## src/rtl/iosp_pkg.sv

```systemverilog
package iosp_pkg;
  localparam int DW = 8;
  localparam int AW = 10;
  localparam int BW = 3;
  localparam int NREG = 8;
  localparam logic [AW-1:0] IO_OFS = 10'h020;
  localparam logic [AW-1:0] PORT_TOP = 10'h040;
  localparam logic [AW-1:0] BIT_TOP = 10'h020;
  localparam logic [AW-1:0] DATA_LO = 10'h020;
  localparam logic [AW-1:0] DATA_HI = 10'h1FF;
  localparam int IDX_FLAGA = 1;
  localparam int IDX_CTRLA = 2;
  localparam int IDX_FLAGB = 3;
  localparam int IDX_EXTB = 7;

  typedef enum logic [2:0] {
    ACC_PORT  = 3'd0,
    ACC_DATA  = 3'd1,
    ACC_BSET  = 3'd2,
    ACC_BCLR  = 3'd3,
    ACC_BTEST = 3'd4
  } acc_e;

  // data-space address of each implemented register
  function automatic logic [AW-1:0] reg_daddr(input int i);
    case (i)
      0: return 10'h022;
      1: return 10'h025;
      2: return 10'h02C;
      3: return 10'h03A;
      4: return 10'h04A;
      5: return 10'h05E;
      6: return 10'h0A0;
      default: return 10'h1FF;
    endcase
  endfunction

  // bits that exist in each register
  function automatic logic [DW-1:0] reg_mask(input int i);
    case (i)
      IDX_CTRLA: return 8'h3F;
      IDX_EXTB:  return 8'h0F;
      default:   return 8'hFF;
    endcase
  endfunction

  // bits that are write-one-to-clear flags
  function automatic logic [DW-1:0] reg_w1c(input int i);
    case (i)
      IDX_FLAGA: return 8'hFF;
      IDX_FLAGB: return 8'h0F;
      default:   return 8'h00;
    endcase
  endfunction
endpackage

```

## src/rtl/iosp_decode.sv

```systemverilog
module iosp_decode
  import iosp_pkg::*;
(
  input  logic          req_en,
  input  logic [2:0]    req_kind,
  input  logic          req_wr,
  input  logic [AW-1:0] req_addr,
  input  logic [DW-1:0] wr_data,
  input  logic [BW-1:0] bit_sel,
  output logic [NREG-1:0] hit,
  output logic          do_write,
  output logic          do_test,
  output logic          do_read,
  output logic [DW-1:0] wmask,
  output logic [DW-1:0] wval,
  output logic          bad
);
  logic          legal;
  logic          wr_kind;
  logic [AW-1:0] daddr;
  logic [DW-1:0] bmask;

  always_comb begin
    legal   = 1'b0;
    wr_kind = 1'b0;
    daddr   = '0;
    wmask   = '0;
    wval    = '0;
    do_test = 1'b0;
    do_read = 1'b0;
    bmask   = 8'h01 << bit_sel;
    case (req_kind)
      ACC_PORT: begin
        legal   = req_addr < PORT_TOP;
        daddr   = req_addr + IO_OFS;
        wr_kind = req_wr;
        do_read = 1'b1;
        wmask   = '1;
        wval    = wr_data;
      end
      ACC_DATA: begin
        legal   = (req_addr >= DATA_LO) && (req_addr <= DATA_HI);
        daddr   = req_addr;
        wr_kind = req_wr;
        do_read = 1'b1;
        wmask   = '1;
        wval    = wr_data;
      end
      ACC_BSET: begin
        legal   = req_addr < BIT_TOP;
        daddr   = req_addr + IO_OFS;
        wr_kind = 1'b1;
        wmask   = bmask;
        wval    = '1;
      end
      ACC_BCLR: begin
        legal   = req_addr < BIT_TOP;
        daddr   = req_addr + IO_OFS;
        wr_kind = 1'b1;
        wmask   = bmask;
        wval    = '0;
      end
      ACC_BTEST: begin
        legal   = req_addr < BIT_TOP;
        daddr   = req_addr + IO_OFS;
        do_test = 1'b1;
      end
      default: legal = 1'b0;
    endcase
  end

  for (genvar i = 0; i < NREG; i++) begin : g_hit
    assign hit[i] = req_en && legal && (daddr == reg_daddr(i));
  end

  assign do_write = req_en && legal && wr_kind;
  assign bad = req_en && (!legal || (wr_kind && (hit == '0)));
endmodule

```

## src/rtl/iosp_cell.sv

```systemverilog
module iosp_cell
  import iosp_pkg::*;
#(
  parameter logic [DW-1:0] MASK = 8'hFF,
  parameter logic [DW-1:0] W1C  = 8'h00
) (
  input  logic          clk,
  input  logic          rst,
  input  logic          we,
  input  logic [DW-1:0] wmask,
  input  logic [DW-1:0] wval,
  input  logic [DW-1:0] hw_set,
  output logic [DW-1:0] q
);
  localparam logic [DW-1:0] PLAIN = MASK & ~W1C;
  localparam logic [DW-1:0] FLAGS = MASK & W1C;

  logic [DW-1:0] wm;
  logic [DW-1:0] nxt;

  always_comb begin
    wm  = we ? wmask : '0;
    nxt = (((q & ~wm) | (wval & wm)) & PLAIN)
        | (((q & ~(wm & wval)) | hw_set) & FLAGS);
  end

  always_ff @(posedge clk) begin
    if (rst) q <= '0;
    else     q <= nxt;
  end
endmodule

```

## src/rtl/iospace_regfile.sv

```systemverilog
module iospace_regfile
  import iosp_pkg::*;
(
  input  logic       clk,
  input  logic       rst,
  input  logic       req_en,
  input  logic [2:0] req_kind,
  input  logic       req_wr,
  input  logic [9:0] req_addr,
  input  logic [7:0] wr_data,
  input  logic [2:0] bit_sel,
  input  logic [7:0] flag_a_set,
  input  logic [3:0] flag_b_set,
  output logic [7:0] rd_data,
  output logic       bit_val,
  output logic       err
);
  logic [NREG-1:0]      hit;
  logic                 do_write, do_test, do_read, bad;
  logic [DW-1:0]        wmask, wval, sel;
  logic [DW-1:0]        hw_v [NREG];
  logic [DW-1:0]        q_arr [NREG];
  logic [NREG*DW-1:0]   q_flat;

  iosp_decode u_dec (
    .req_en, .req_kind, .req_wr, .req_addr, .wr_data, .bit_sel,
    .hit, .do_write, .do_test, .do_read, .wmask, .wval, .bad
  );

  always_comb begin
    for (int i = 0; i < NREG; i++) hw_v[i] = '0;
    hw_v[IDX_FLAGA] = flag_a_set;
    hw_v[IDX_FLAGB] = {4'b0, flag_b_set};
  end

  for (genvar i = 0; i < NREG; i++) begin : g_reg
    iosp_cell #(.MASK(reg_mask(i)), .W1C(reg_w1c(i))) u_cell (
      .clk, .rst,
      .we(do_write && hit[i]),
      .wmask, .wval,
      .hw_set(hw_v[i]),
      .q(q_arr[i])
    );
    assign q_flat[i*DW +: DW] = q_arr[i];
  end

  always_comb begin
    sel = '0;
    for (int i = 0; i < NREG; i++)
      if (hit[i]) sel = sel | q_arr[i];
  end

  assign rd_data = do_read ? sel : '0;
  assign bit_val = do_test && sel[bit_sel];

  always_ff @(posedge clk) begin
    if (rst) err <= 1'b0;
    else     err <= bad;
  end
endmodule

```

## config.mk

```make
export PLATFORM = sky130hd
export DESIGN_NAME = iospace_regfile
export DESIGN_NICKNAME = d
export VERILOG_FILES = /design/src/rtl/iosp_pkg.sv /design/src/rtl/iosp_decode.sv /design/src/rtl/iosp_cell.sv /design/src/rtl/iospace_regfile.sv
export SDC_FILE = /design/constraint.sdc
export NUM_CORES = 1
export LEC_CHECK = 0
export BUFFER_PORTS_ARGS = -buffer_cell sky130_fd_sc_hd__buf_4
export CAP_MARGIN = 25
export CORE_ASPECT_RATIO = 0.9
export CORE_MARGIN = 2
export CORE_UTILIZATION = 63
export CTS_CLUSTER_SIZE = 20
export DETAILED_ROUTE_END_ITERATION = 8
export HOLD_SLACK_MARGIN = 0.06
export PLACE_DENSITY = 0.89
export RECOVER_POWER = 50
export SLEW_MARGIN = 20
export SYNTH_ARGS = -nofsm -noshare
export SYNTH_HDL_FRONTEND = slang
export SYNTH_SLANG_ARGS = --single-unit
```

## constraint.sdc

```tcl
create_clock -name clk -period 9.4 [get_ports clk]
set_input_delay 2.82 -clock clk [delete_from_list [all_inputs] [get_ports clk]]
set_output_delay 2.82 -clock clk [all_outputs]
set_load 0.01 [all_outputs]
```

After elaboration in Yosys (flattened, before gate mapping):

Index checks and enable logic that the tools add are counted.

* add/subtract/negate cells: 1
* $mul: 0
* divide/modulo/power cells: 0
* $lt $le $gt $ge: 5
* equality and inequality tests: 12
* shifts and indexed selects: 1
* mux-type cells: 26
* bitwise logic cells: 43
* reduce and logical (&&, ||, !) cells: 30

Operators with widths (count)
* 8-bit two-way mux: 15
* 8-bit bitwise AND: 12
* 8-bit OR: 11
* 8-bit inverter: 6
* 10-bit by 6-bit == test with 1-bit output (second input constant): 4
* 8-bit one-hot mux with 2 select lines: 2
* 1-bit logical AND: 22
* 10-bit by 7-bit == test with 1-bit output (second input constant): 2
* 10-bit one-hot mux with 2 select lines: 1
* 8-bit by 4-bit OR with 8-bit output: 2
* 4-bit bitwise AND: 3
* 6-bit bitwise AND: 2
* 10-bit by 6-bit adder with 10-bit output (second input constant): 1
* 10-bit by 8-bit == test with 1-bit output (second input constant): 1
* 10-bit by 9-bit == test with 1-bit output (second input constant): 1
* 10-bit by 6-bit >= comparator with 1-bit output (second input constant): 1
* 10-bit by 9-bit less-or-equal comparator with 1-bit output (second input constant): 1
* 10-bit by 6-bit < comparator with 1-bit output (second input constant): 1
* 10-bit by 7-bit < comparator with 1-bit output (second input constant): 1
* 8-bit zero test: 1
* 4-bit inverter: 2
* 4-bit OR: 2
* 8-bit by 6-bit OR with 8-bit output: 1
* 1-bit by 3-bit left shift with 8-bit output (first input constant): 1
* other kinds (18): 22

* bits in registers: 59
* latch bits: 0
* bits in writable memories: 0
* memory bits (read-only): 0
* input bits: 40
* logic and storage cells: 127
* memories: 0

Logic depth before layout (Yosys ltp):

* word-level depth: 23
* gate-level depth with buffers: 12

Hierarchy:

From an unflattened synthesis, not the netlist that was laid out.

* cells, all modules: 462
* area total of the unflattened synthesis: 3960.0 um^2

By module, submodules not included
* iosp_cell (g_reg[0].u_cell ...): instances 4, cells each 35, area each 346.6 um^2, seq. area each 160.2 um^2
* iosp_decode: instances 1, cells each 123, area each 784.5 um^2, seq. area each 0.0 um^2
* iospace_regfile: instances 1, cells each 82, area each 615.6 um^2, seq. area each 20.0 um^2
* iosp_cell (g_reg[1].u_cell): instances 1, cells each 33, area each 355.3 um^2, seq. area each 160.2 um^2
* iosp_cell (g_reg[3].u_cell): instances 1, cells each 34, area each 342.8 um^2, seq. area each 160.2 um^2
* iosp_cell (g_reg[2].u_cell): instances 1, cells each 28, area each 270.3 um^2, seq. area each 120.1 um^2
* iosp_cell (g_reg[7].u_cell): instances 1, cells each 22, area each 205.2 um^2, seq. area each 80.1 um^2

Least setup slack after synthesis:

Ideal clock, no wire load.

* path kind: input to output
* from: input req_addr[5]
* to: output bit_val
* arrival time: 5030 ps
* required time: 6580 ps
* path slack: 1550 ps
* stages: 10
* buffers on the path: 0
* cell sequence: ha_1 > and4_1 > nor4_4 > or4_1 > nor4b_1 > a31oi_1 > o311ai_0 > o32a_1 > a21oi_1 > o21ai_1

* cells in the longest elaborated chain, start to end: 23
* elaborated cells between the ends (all ways): 43

Ends and longest elaborated chain
* start: declaration: line iospace_regfile.sv:9 `input logic [9:0] req_addr,`
* branches (longest 19 deep; another with 10-bit by 6-bit adder with 10-bit output)
* 8-bit two-way mux *: line iospace_regfile.sv:50 `if (hit[i]) sel = sel | q_arr[i];`
* 1-bit binary-select mux with 3-bit select *: line iospace_regfile.sv:54 `assign bit_val = do_test && sel[bit_sel];`
* 1-bit two-way mux (not written as such) *: line iospace_regfile.sv:54
* 1-bit logical AND *: line iospace_regfile.sv:54
* end: declaration: line iospace_regfile.sv:15 `output logic bit_val,`

Mark *: on every way between the ends. The select of a mux whose other input is x is not followed.

Worst setup path after layout:

Same ends and word-level chain as after synthesis.

==> results.yml <==
outcome:
  status: "complete, but fails checks"
  violations: "max-capacitance violations, max-slew violations"
timing:
  tns_ps: 0
  drv_slew: 9
  relSlewSlack_pct: -21.2
  worstMarginPinSlew_ps: 1800
  skew_ps: 0
  setup_viol: 0
  fmax_ghz: 0.114
  fin_crit_sh_pct: 93.6
  rsz0062_at_grt: "no"
  fin_crit_ps: 8800
  hold_viol_final: 0
min_path:
  hold_path_class: "register to register"
global_route:
  grt_pass1_wl_mm: 20.7
  grt_overflow: 0
  grt_util_all_layers_pct: 39.5
  antenna_found_initial: 0
  grt_max_degree: 60
  grt_pass1_vias: 4002
setup_path:
  cp.depth: 12
  r2r_slack_ps: 8690
  cp-end-kind: "output pin"
  cp.arrival_ps: 5980
  cpMostUsedCell: "a21oi_1"
  crit_end: "bit_val"
  worstReg2RegEnd: "g_reg[1].u_cell.q[7]$_SDFF_PP0_"
  startpoint_type: "input pin"
  r2r-start: "g_reg[1].u_cell.q[7]$_SDFF_PP0_"
  cp_cell_sequence: "clkbuf_1 > ha_1 > nor4_1 > a221o_1 > nand4bb_1 > or3_1 > a21oi_1 > a21o_1 > o32a_1 > a21oi_1 > o21ai_1 > buf_4"
  slowest_stage: "or3_1"
  cp.required_ps: 6580
  critPathKind: "input pin to output pin"
  crit_fanout: 11
  crit_start: "req_addr[5]"
  critPathBufInv: 2
  crit_family: "simple AND/OR/NAND/NOR gates"
  critPathMaxStageDelay_ps: 600
  r2r_cells: 2
clocking:
  clk_latency_ps: 350
  clockRootBuffer: "clkbuf_8"
  cts.sink_count: 59
  numCtsBuffers: 9
  post_cts_buffers: 0
  path_clk_slew_ps: 70
  cts_tree: "built"
  cts_resized: 0
  htree_levels: 3
  clock_path_buffers: 2
  cts_hold_buffers: 0
layout:
  ff_latch_area_sq_um: 1180
  layout-drive-gt1-share_pct: 16.5
  multi_input_area_sq_um: 2530
  nets: 581
  final.fill_count: 474
  final_cell_mix: "67 x nand2_1, 59 x nor2_1, 59 x dfxtp_1"
  fin_util_pct: 73.0
  layout_commonest_cell: "nand2_1"
  antenna_cells: 0
  syn_to_final_growth_pct: 12.5
pwr:
  ir_drop_v: 0.000149
  cellPowerDensity_nw_per_um2: 132
  p_sw_share_pct: 30.6
  seq_power_share_pct: 43.4
  pwr-share-clk_pct: 42.4
  p_switching_uw: 181
  p_comb_share_pct: 14.2
  internal-power_uw: 410
  leakagePower_uw: 0.00170
routing:
  drcViolationCount: 0
  drt-wirelength-per-cell_um: 20.7
  dr_total_vias: 4230
  ant_nets: 0
  drtIter0Drc: 480
  dr.pass1.iters: 7
  drt-total-wl_mm: 13.1
  vias_per_cell: 6.69
place:
  port_buffers: 49
  dpl.hpwl_mm: 9.50
  place.gp.congestion: 1.10
yosys:
  yosysWarningCount: 0
  ys_ff_latch: 59
  synth_enable_flop_cells: 0
  netlist_area_sq_um: 3970
  synth_nets: 548
  synth_ff_type: "dfxtp_1"
  syn_area_per_cell_sq_um: 7.83
  synth_sequential_area_ratio_pct: 29.8
  synth.distinct_cells: 73
  synth-async-reset-ratio_pct: 0
  synth_cells: 507
run:
  cap_violations: 1
die:
  num_rows: 27
  core_sq_um: 6110
  die_area_sq_um: 6950
  start_util_pct: 64.9
  die_w_um: 87.7
  die_y_um: 79.3
  io_pins: 50
==> cell families (layout without fill, tap and decap cells) <==
family	count (synthesis)	after routing	share of synthesized area (%)
and+or+nand+nor	245	245	34.0
AOI/OAI and AO/OA	120	120	20.8
DFF	59	59	29.8
buffers and inverters	43	81	5.23
muxes	37	37	9.46
xor gates and xnor gates	2	2	0.442
adders and majority gates	1	1	0.315
==> synth_stat cells (3+ instances only) <==
cell type / n / share of area (%)
nor4bb_1: 4 / 1.0
nand2_2: 4 / 0.63
nand3_1: 15 / 1.9
a211oi_2: 3 / 0.95
a22oi_1: 9 / 1.7
nor2_1: 57 / 5.4
nand2_1: 66 / 6.2
a21oi_1: 48 / 6.1
buf_4: 4 / 0.76
inv_1: 11 / 1.0
and2_1: 12 / 1.9
a31oi_1: 5 / 0.79
buf_2: 7 / 0.88
clkbuf_1: 13 / 1.2
o221ai_1: 3 / 0.66
a32oi_1: 9 / 2.0
nor4_1: 6 / 0.95
nor3_1: 9 / 1.1
nand2b_1: 14 / 2.2
nor2b_1: 9 / 1.4
dfxtp_1: 59 / 30
buf_1: 5 / 0.47
or3_1: 6 / 0.95
and3_1: 6 / 0.95
mux2i_1: 36 / 9.1
nand3b_1: 3 / 0.57
o21ai_0: 12 / 1.5
nand4_1: 7 / 1.1
buf_6: 3 / 0.85
o32a_1: 5 / 1.3
nor3_4: 3 / 1.2
==> power by group through the flow <==
stage               Clock, uW  Combinational, uW  Sequential, uW
floorplan                   0               52.2             261
global placement            0               79.8             262
detailed placement          0               81.9             262
CTS                       251               82.3             256
global route              262               89.6             257
finish                    251               84.1             257
==> how the worst min path moves through the flow <==
stage / startpoint / end / slack (ps) / depth (start not counted)
final: register / register / 460 / 2
after CTS: register / register / 460 / 2
after global placement: register / register / 440 / 2
after global routing: register / register / 500 / 2
after floorplan: register / register / 430 / 2
after detailed placement: register / register / 450 / 2
==> metrics by stage <==
stage | setup WS [ps] | cell area, sq um | std cells | power [uW] | hold slack (ps)
6_report | 600 | 4460 | 632 | 591 | 464
4_1_cts | 809 | 4520 | 632 | 590 | 461
2_1_floorplan | 1550 | 3970 | 507 | 313 | 427
3_3_place_gp | 797 | 4320 | 616 | 342 | 442
3_5_place_dp | 827 | 4320 | 616 | 344 | 452
5_1_grt | 251 | 4460 | 632 | 609 | 498
==> worst register-to-register path: cells and delay by family (launching register included) <==
| kind | cells | cell delay, ps |
|---|---|---|
| AO/OA/AOI/OAI | 1 | 170 |
| AND/OR/NAND/NOR | 1 | 60 |
| flip-flops | 1 | 360 |
==> final cells by class <==
class / count / area share [%]
clock buffers: 9 / 2.77
clock inverters: 7 / 1.88
well taps: 87 / 2.44
inverters: 11 / 0.925
repair buffers: 54 / 8.91
flip-flops and latches: 59 / 26.5
multi-input cells: 405 / 56.6
==> per-layer routing <==
metal	wire, um	track usage [%]	vias up
met1	5370	53.4	1963
met4	498	18.5	0
li1	-	-	1919
met3	1510	11.4	55
met2	5720	57.4	293
met5	0	0	-
Note: power is estimated with default switching activity, not from simulation.
